--- src/rtl/op_status_pkg.sv ---
package op_status_pkg;
  typedef enum logic [2:0] {ST_IDLE, ST_PROG, ST_ERASE, ST_ESUSP, ST_FAIL} op_state_e;
  localparam int POLL_BIT = 7;
  localparam int RUN_TOG_BIT = 6;
  localparam int FAIL_BIT = 5;
  localparam int SECT_TOG_BIT = 2;
  localparam int NUM_TOG = 2;  // index 0: run toggle, index 1: sector toggle
endpackage

--- src/rtl/opst_ctrl.sv ---
module opst_ctrl
  import op_status_pkg::*;
#(
  parameter int DATA_W = 32,
  parameter int SECT_W = 4,
  localparam int NUM_SECT = 1 << SECT_W
) (
  input  logic                clk_i,
  input  logic                rst_ni,
  input  logic                start_prog_i,
  input  logic                start_erase_i,
  input  logic [SECT_W-1:0]   cmd_sect_i,
  input  logic [DATA_W-1:0]   cmd_data_i,
  input  logic [NUM_SECT-1:0] erase_mask_i,
  input  logic                suspend_i,
  input  logic                resume_i,
  input  logic                done_i,
  input  logic                limit_i,
  input  logic                reset_cmd_i,
  output op_state_e           state_o,
  output logic                op_bank_o,
  output logic                op_erase_o,
  output logic [DATA_W-1:0]   prog_data_o,
  output logic [NUM_SECT-1:0] sel_mask_o,
  output logic                start_o
);
  op_state_e st_q, st_d;

  assign start_o = (st_q == ST_IDLE) && (start_prog_i || start_erase_i);

  always_comb begin
    st_d = st_q;
    unique case (st_q)
      ST_IDLE:  if (start_prog_i) st_d = ST_PROG;
                else if (start_erase_i) st_d = ST_ERASE;
      ST_PROG:  if (limit_i) st_d = ST_FAIL;
                else if (done_i) st_d = ST_IDLE;
      ST_ERASE: if (limit_i) st_d = ST_FAIL;
                else if (suspend_i) st_d = ST_ESUSP;
                else if (done_i) st_d = ST_IDLE;
      ST_ESUSP: if (resume_i) st_d = ST_ERASE;
      ST_FAIL:  if (reset_cmd_i) st_d = ST_IDLE;
      default:  st_d = ST_IDLE;
    endcase
  end

  always_ff @(posedge clk_i or negedge rst_ni) begin
    if (!rst_ni) begin
      st_q        <= ST_IDLE;
      op_bank_o   <= 1'b0;
      op_erase_o  <= 1'b0;
      prog_data_o <= '0;
      sel_mask_o  <= '0;
    end else begin
      st_q <= st_d;
      if (start_o) begin
        op_bank_o   <= cmd_sect_i[SECT_W-1];
        op_erase_o  <= !start_prog_i;
        prog_data_o <= start_prog_i ? cmd_data_i : '0;
        sel_mask_o  <= start_prog_i ? '0 : erase_mask_i;
      end
    end
  end

  assign state_o = st_q;
endmodule

--- src/rtl/opst_toggle.sv ---
module opst_toggle #(
  parameter int NUM_TOG = 2
) (
  input  logic               clk_i,
  input  logic               rst_ni,
  input  logic               clr_i,
  input  logic [NUM_TOG-1:0] flip_i,
  output logic [NUM_TOG-1:0] tog_o
);
  always_ff @(posedge clk_i or negedge rst_ni) begin
    if (!rst_ni) tog_o <= '0;
    else if (clr_i) tog_o <= '0;
    else begin
      for (int i = 0; i < NUM_TOG; i++)
        if (flip_i[i]) tog_o[i] <= ~tog_o[i];
    end
  end
endmodule

--- src/rtl/opst_rdmux.sv ---
module opst_rdmux
  import op_status_pkg::*;
#(
  parameter int DATA_W = 32,
  parameter int SECT_W = 4,
  localparam int NUM_SECT = 1 << SECT_W
) (
  input  op_state_e           state_i,
  input  logic                op_bank_i,
  input  logic                op_erase_i,
  input  logic [DATA_W-1:0]   prog_data_i,
  input  logic [NUM_SECT-1:0] sel_mask_i,
  input  logic                rd_en_i,
  input  logic [SECT_W-1:0]   rd_sect_i,
  input  logic [DATA_W-1:0]   arr_data_i,
  input  logic [NUM_TOG-1:0]  tog_i,
  output logic [DATA_W-1:0]   word_o,
  output logic [NUM_TOG-1:0]  flip_o
);
  localparam logic [DATA_W-1:0] POLL_MASK = DATA_W'(1) << POLL_BIT;

  logic same_bank, sel;
  logic hit;
  logic [DATA_W-1:0] status;
  logic [NUM_TOG-1:0] flip;

  assign same_bank = (rd_sect_i[SECT_W-1] == op_bank_i);
  assign sel       = sel_mask_i[rd_sect_i];

  always_comb begin
    hit    = 1'b0;
    status = '0;
    flip   = '0;
    unique case (state_i)
      ST_PROG: if (same_bank) begin
        hit = 1'b1;
        status = ~prog_data_i & POLL_MASK;
        status[RUN_TOG_BIT] = tog_i[0];
        flip[0] = 1'b1;
      end
      ST_ERASE: if (same_bank) begin
        hit = 1'b1;
        status[RUN_TOG_BIT] = tog_i[0];
        flip[0] = 1'b1;
        if (sel) begin
          status[SECT_TOG_BIT] = tog_i[1];
          flip[1] = 1'b1;
        end
      end
      ST_ESUSP: if (same_bank && sel) begin
        hit = 1'b1;
        status[POLL_BIT] = 1'b1;
        status[RUN_TOG_BIT] = tog_i[0];  // frozen: never flipped here
        status[SECT_TOG_BIT] = tog_i[1];
        flip[1] = 1'b1;
      end
      ST_FAIL: if (same_bank) begin
        hit = 1'b1;
        status = op_erase_i ? '0 : (~prog_data_i & POLL_MASK);
        status[RUN_TOG_BIT] = tog_i[0];
        status[FAIL_BIT] = 1'b1;
        flip[0] = 1'b1;
        if (sel) begin
          status[SECT_TOG_BIT] = tog_i[1];
          flip[1] = 1'b1;
        end
      end
      default: ;
    endcase
  end

  assign word_o = hit ? status : arr_data_i;
  assign flip_o = rd_en_i ? flip : '0;
endmodule

--- src/rtl/op_status_unit.sv ---
module op_status_unit
  import op_status_pkg::*;
#(
  parameter int DATA_W = 32,
  parameter int SECT_W = 4,
  localparam int NUM_SECT = 1 << SECT_W
) (
  input  logic                clk_i,
  input  logic                rst_ni,
  input  logic                start_prog_i,
  input  logic                start_erase_i,
  input  logic [SECT_W-1:0]   cmd_sect_i,
  input  logic [DATA_W-1:0]   cmd_data_i,
  input  logic [NUM_SECT-1:0] erase_mask_i,
  input  logic                suspend_i,
  input  logic                resume_i,
  input  logic                done_i,
  input  logic                limit_i,
  input  logic                reset_cmd_i,
  input  logic                rd_en_i,
  input  logic [SECT_W-1:0]   rd_sect_i,
  input  logic [DATA_W-1:0]   arr_data_i,
  output logic [DATA_W-1:0]   rd_data_o,
  output logic                rdy_bsy_no
);
  op_state_e           st;
  logic                op_bank, op_erase, start;
  logic [DATA_W-1:0]   prog_data, word;
  logic [NUM_SECT-1:0] sel_mask;
  logic [NUM_TOG-1:0]  tog, flip;

  opst_ctrl #(.DATA_W(DATA_W), .SECT_W(SECT_W)) u_ctrl (
    .clk_i, .rst_ni, .start_prog_i, .start_erase_i, .cmd_sect_i, .cmd_data_i,
    .erase_mask_i, .suspend_i, .resume_i, .done_i, .limit_i, .reset_cmd_i,
    .state_o(st), .op_bank_o(op_bank), .op_erase_o(op_erase),
    .prog_data_o(prog_data), .sel_mask_o(sel_mask), .start_o(start)
  );

  opst_toggle #(.NUM_TOG(NUM_TOG)) u_tog (
    .clk_i, .rst_ni, .clr_i(start), .flip_i(flip), .tog_o(tog)
  );

  opst_rdmux #(.DATA_W(DATA_W), .SECT_W(SECT_W)) u_mux (
    .state_i(st), .op_bank_i(op_bank), .op_erase_i(op_erase),
    .prog_data_i(prog_data), .sel_mask_i(sel_mask), .rd_en_i, .rd_sect_i,
    .arr_data_i, .tog_i(tog), .word_o(word), .flip_o(flip)
  );

  always_ff @(posedge clk_i or negedge rst_ni) begin
    if (!rst_ni) rd_data_o <= '0;
    else if (rd_en_i) rd_data_o <= word;
  end

  assign rdy_bsy_no = (st == ST_IDLE) || (st == ST_ESUSP);
endmodule

--- config.mk ---
export PLATFORM = sky130hd
export DESIGN_NAME = op_status_unit
export DESIGN_NICKNAME = d
export VERILOG_FILES = /design/src/rtl/op_status_pkg.sv /design/src/rtl/opst_ctrl.sv /design/src/rtl/opst_toggle.sv /design/src/rtl/opst_rdmux.sv /design/src/rtl/op_status_unit.sv
export SDC_FILE = /design/constraint.sdc
export NUM_CORES = 1
export LEC_CHECK = 0
export CORE_MARGIN = 2
export CORE_UTILIZATION = 40
export DETAILED_ROUTE_END_ITERATION = 8
export PLACE_DENSITY = 0.76
export SYNTH_ARGS = -nofsm -noshare
export SYNTH_HDL_FRONTEND = slang
export SYNTH_SLANG_ARGS = --single-unit
--- constraint.sdc ---
create_clock -name clk_i -period 2.4 [get_ports clk_i]
set_input_delay 0.24 -clock clk_i [delete_from_list [all_inputs] [get_ports clk_i]]
set_output_delay 0.24 -clock clk_i [all_outputs]
set_load 0.01 [all_outputs]
# Word level (Yosys, flattened, before mapping)
# Index checks and enable logic that the tools add are counted.
[classes]
magnitude_cmp = 1
eq_ne = 8
reduce_logical = 11
n_mux = 40
bitwise_logic = 3
[op_table]
columns = ["op", "count"]
rows = [
  ["2-to-1 mux 32 bit", 2],
  ["one-hot mux 24 bit (2 select lines)", 1],
  ["2-to-1 mux 3 bit", 8],
  ["2-to-1 mux 8 bit", 3],
  ["2-to-1 mux 16 bit", 1],
  ["one-hot mux 3 bit (5 select lines)", 1],
  ["2-to-1 mux 1 bit", 11],
  ["2-to-1 mux 2 bit", 4],
  ["NOT 8 bit", 1],
  ["one-hot mux 1 bit (4 select lines)", 2],
  ["== test 3 x 2 -> 1 bit, second input constant", 2],
  ["one-hot mux 1 bit (2 select lines)", 3],
  ["one-hot mux 3 bit (2 select lines)", 1],
  ["< comparator 4 x 5 -> 1 bit, second input constant", 1],
  ["binary-select mux 1 bit (select 4 bit)", 1],
  ["!= test 2 bit, second input constant", 2],
  ["one-hot mux 2 bit (2 select lines)", 1],
  ["nonzero test 2 bit", 2],
  ["== test 3 x 1 -> 1 bit, second input constant", 1],
  ["== test 3 bit, second input constant", 1],
  ["logical NOT 3 bit", 1],
  ["!= test 3 bit, second input constant", 1],
  ["one-hot mux 1 bit (3 select lines)", 1],
  ["AND reduction 3 bit", 1],
  ["7 further kinds", 10],
]
[word_totals]
output_inout_bits = 33
word_cells = 71
ff_bits = 63

# Depth between registers and ports, before layout
[logic_depth]
ltp_word = 8
depth_mapped = 9

# By module
# A second synthesis with hierarchy kept.
[hier_totals]
cells_unflattened = 342
area_unflattened_um2 = 4429.2
[by_module_without_submodules]
columns = ["mod", "cells_each", "area_each_um2", "seq_area_each_um2", "instances"]
rows = [
  ["opst_ctrl", 154, 2198.4, 1326.3, 1],
  ["op_status_unit", 70, 1357.6, 800.8, 1],
  ["opst_rdmux", 112, 798.3, 0.0, 1],
  ["opst_toggle", 6, 75.1, 50.0, 1],
]

# Least setup slack after synthesis
# Ideal clock, no wire load.
[synth_timing]
path_kind = "input -> register"
startpoint = "input rd_sect_i[0]"
endpoint = "register rd_data_o[6]"
arrival_ns = 1.798
stages = 7
setup_slack_ns = 0.476
cell_sequence = "buf_6 mux4_2 o21ai_1 nand4_1 and2_1 buf_6 a221o_1"
[synth_between]
elab_chain_cells = 6
[synth_rtl]
columns = ["item", "line", "rtl"]
rows = [
  ["start: declaration", "op_status_unit.sv:21", "input logic [SECT_W-1:0] rd_sect_i,"],
  ["binary-select mux 1 bit (select 4 bit) (*)", "opst_rdmux.sv:28", "assign sel = sel_mask_i[rd_sect_i];"],
  ["2-to-1 mux 1 bit (implied by the code) (*)", "opst_rdmux.sv:28", ""],
  ["logical AND 1 bit (*)", "opst_rdmux.sv:50", "ST_ESUSP: if (same_bank && sel) begin"],
  ["2-to-1 mux 2 bit / 2-to-1 mux 1 bit (equally long branches)", "opst_rdmux.sv:50", ""],
  ["one-hot mux 1 bit (4 select lines) / one-hot mux 1 bit (2 select lines) (equally long branches)", "opst_rdmux.sv:34", "unique case (state_i)"],
  ["2-to-1 mux 32 bit (*)", "opst_rdmux.sv:72", "assign word_o = hit ? status : arr_data_i;"],
  ["end signal: assignment", "op_status_unit.sv:51", "else if (rd_en_i) rd_data_o <= word;"],
  ["end: declaration", "op_status_unit.sv:23", "output logic [DATA_W-1:0] rd_data_o,"],
]
# Every way passes the cells marked *; elsewhere a longest branch is shown, timed or not. The select of a mux whose other input is x is not followed.
# A chain may end at the register's enable or synchronous reset.

# Final worst setup path
[layout_timing]
startpoint = "input rd_sect_i[0]"
endpoint = "register rd_data_o[22]"
[layout_between]
elab_chain_cells = 6
[layout_rtl]
columns = ["item", "line"]
rows = [
  ["binary-select mux 1 bit (select 4 bit)", "opst_rdmux.sv:28"],
  ["2-to-1 mux 1 bit (implied by the code)", "opst_rdmux.sv:28"],
  ["logical AND 1 bit", "opst_rdmux.sv:50"],
  ["2-to-1 mux 1 bit", "opst_rdmux.sv:50"],
  ["one-hot mux 1 bit (2 select lines)", "opst_rdmux.sv:34"],
  ["2-to-1 mux 32 bit", "opst_rdmux.sv:72"],
]
# Every way passes these cells. The select of a mux whose other input is x is not followed.

==> results_dict.tcl <==
set metrics [dict create \
    outcome "completed" \
    area_growth_pct 44.8 \
    postCtsResizedCells 0 \
    vias 2162 \
    yosysTopAreaCellShare_pct 53.0 \
    p_int_uw 2480 \
    leakage_uw 0.00162 \
    post-route-cell-area_um2 3830 \
    setup_viol 0 \
    p_per_area_nw_per_um2 980 \
    crit_path_end_kind "flop" \
    gr-total-overflow 0 \
    gp_congestion 0.764 \
    cts-htree-levels 2 \
    slew_violations 0 \
    clock_skew_ns 0.00788 \
    required_ns 2.62 \
    wl_per_cell_um 14.3 \
    grt_first_pass_wirelength_um 10300 \
    grt_max_degree 57 \
    comb_power_share_pct 41.4 \
    switchingPower_uw 1270 \
    tns_ns 0 \
    clk_latency_ns 0.31 \
    start_kind "input pin" \
    synthTopCellsByArea "dfrtp_1, nand2_1, o2bb2ai_1" \
    placed_cells 422 \
    grt_pass1_vias 2138 \
    cts.sinks 56 \
    pin_count 131 \
    cts.hold.buffers_added 0 \
    synth_seq_cells 56 \
    power_uw 3750 \
    min_period_over_period_pct 90.3 \
    synth_edf_count 0 \
    worst_pin_slew_ns 0.708 \
    r2r_end "rd_data_o[22]$_DFFE_PN0P_" \
    root_buffer "clkbuf_8" \
    fill_cells 545 \
    p_clk_share_pct 17.6 \
    wl_um 6160 \
    p_seq_share_pct 40.9 \
    drcViolationCount 0 \
    dr.pass1.iters 4 \
    fmax_ghz 0.461 \
    ys_async_sr_fraction_pct 100 \
    initial_core_util_pct 41.4 \
    drive_above_1_share_pct 10.2 \
    worstRegToRegCells 6 \
    ctsLongestPathBuffers 2 \
    hpwl_um 4520 \
    timing.final.crit_period_ns 2.17 \
    cts_setup_buffers 0 \
    coreArea_um2 6390 \
    layoutNonFillerInstCount 430 \
    slew_headroom_pct 52.8 \
    ys_warn_count 0 \
    syn-cell-area_um2 2640 \
    p_sw_share_pct 33.8 \
    antenna_left 0 \
    synth_common_cells "dfrtp_1, nand2_1, o21ai_0, o2bb2ai_1" \
    vdd_drop_max_v 0.000516 \
    ys_types 36 \
    reg2reg_slack_ns 0.44 \
    place_ws_ns -0.0988 \
    multi_input_area_um2 1130 \
    hold_class "in -> async" \
    r2r-start "u_ctrl.sel_mask_o[15]$_DFFE_PN0P_" \
    cts_made_buffers 5 \
    fin_ws_ns 0.232 \
    hold_viol_final 0 \
    synthCells 257 \
    dieArea_um2 7270 \
    clkTransAtPathRegs_ns 0.10 \
    worst_ep_arrival_time_ns 2.39 \
    vias_per_cell 5.03 \
    seq_area_um2 1400 \
    portBuffers 96 \
    die_w_um 85.3 \
    grt_usage_pct 17.6 \
    drv_cap 0 \
    yosysMostFrequentCell "dfrtp_1" \
    num_rows 29 \
    syn_nets 355 \
    avgSynthCellArea_um2 10.3 \
    drt-initial-drc-count 79 \
    critPathMaxFanout 19 \
    antenna_cells 0 \
    placed_area_um2 3700 \
    cts_tree "done" \
    chipHeight_um 85.3 \
    synth_area_leader_cell "dfrtp_1" \
    nets 450 \
    crit_type "in -> reg" \
    seq_area_frac_synth_pct 53.0 \
    antenna_found_initial 0 \
    rsz0062_at_grt "no" \
    dominantRegCellSynth "dfrtp_1" \
]
## cell families after synthesis
| kind of cell | Yosys count | synth area share [%] |
|---|---|---|
| xor+xnor | 4 | 1.33 |
| compound gates | 70 | 21.1 |
| mux | 7 | 3.65 |
| simple gates | 95 | 16.5 |
| flops | 56 | 53.0 |
| buf+inv | 25 | 4.40 |
## power by group through the flow
stage	clock [uW]	sequential [uW]	combinational (uW)
2_1_floorplan	0	1560	831
3_3_place_gp	0	1530	1540
3_5_place_dp	0	1560	1570
4_1_cts	688	1540	1570
5_1_grt	725	1590	1720
6_report	661	1540	1550
## state kept, by name, indices dropped and copies added (netlist names)
register and cells:
rd_data_o 32, u_ctrl.op_bank_o 1, u_ctrl.op_erase_o 1, u_ctrl.prog_data_o 1, u_ctrl.sel_mask_o 16, u_ctrl.state_o 3
u_tog.tog_o 2
## stage by stage
stage | hold WS [ns] | util (%)
2_1_floorplan | -0.0556 | -
3_3_place_gp | 0.418 | 57.9
3_5_place_dp | 0.427 | 57.9
4_1_cts | 0.0909 | 59.9
5_1_grt | 0.118 | 59.9
6_report | 0.0594 | 59.9
## final cells by class
class	instances	share of cell area (%)
sequential	56	36.6
multi-input combinational	176	29.5
timing repair buffer	107	27.5
clock buffer	7	2.52
tap	77	2.52
clock inverter	1	0.785
inverter	6	0.589
## layer usage
metal	GRT usage (%)	part of all wire, %	up-vias
met5	0	0	-
met2	28.5	45	86
li1	-	-	1086
met3	4.09	7.6	8
met1	23.7	46	982
met4	5.05	1.5	0
## critical path, stage by stage
cell	delay, ns
clkdlybuf4s50_1	0.60
mux4_2	0.54
o21ai_1	0.22
nand4_1	0.15
and2_1	0.23
buf_4	0.21
o2bb2ai_1	0.20
## worst max path at each step
stage | startpoint | endpoint | slack, ns
floorplan | rd_sect_i[0] | rd_data_o[6]$_DFFE_PN0P_ | 0.48
global placement | rd_sect_i[0] | rd_data_o[13]$_DFFE_PN0P_ | -0.05
detailed placement | rd_sect_i[0] | rd_data_o[22]$_DFFE_PN0P_ | -0.1
CTS | rd_sect_i[0] | rd_data_o[22]$_DFFE_PN0P_ | 0.23
global route | rd_sect_i[0] | rd_data_o[26]$_DFFE_PN0P_ | 0.10
finish | rd_sect_i[0] | rd_data_o[22]$_DFFE_PN0P_ | 0.23
## layout by cell type (no fill, tap or decap), drive strengths merged
master / netlist / routed
mux4: 2 / 2
and3b: 1 / 1
nand4: 1 / 1
o21ai: 22 / 22
xnor2: 2 / 2
a21oi: 8 / 8
nor3: 2 / 2
mux2i: 4 / 4
o22a: 1 / 1
nand3b: 1 / 1
nand2b: 16 / 16
inv: 6 / 6
or3b: 1 / 1
a32o: 1 / 1
buf: 3 / 12
and2: 3 / 3
xor2: 2 / 2
a221oi: 2 / 2
clkdlybuf4s50: 0 / 95
bufinv: 0 / 1
dfrtp: 56 / 56
mux2: 1 / 1
or4b: 1 / 1
o22ai: 1 / 1
a31oi: 1 / 1
nand3: 3 / 3
a211oi: 1 / 1
o21a: 1 / 1
nor2b: 1 / 1
nand2: 55 / 55
o2bb2ai: 28 / 28
o41ai: 1 / 1
a21boi: 1 / 1
clkbuf: 16 / 7
nor2: 10 / 10
a221o: 2 / 2
No activity file was read; power rests on OpenSTA's default activity.
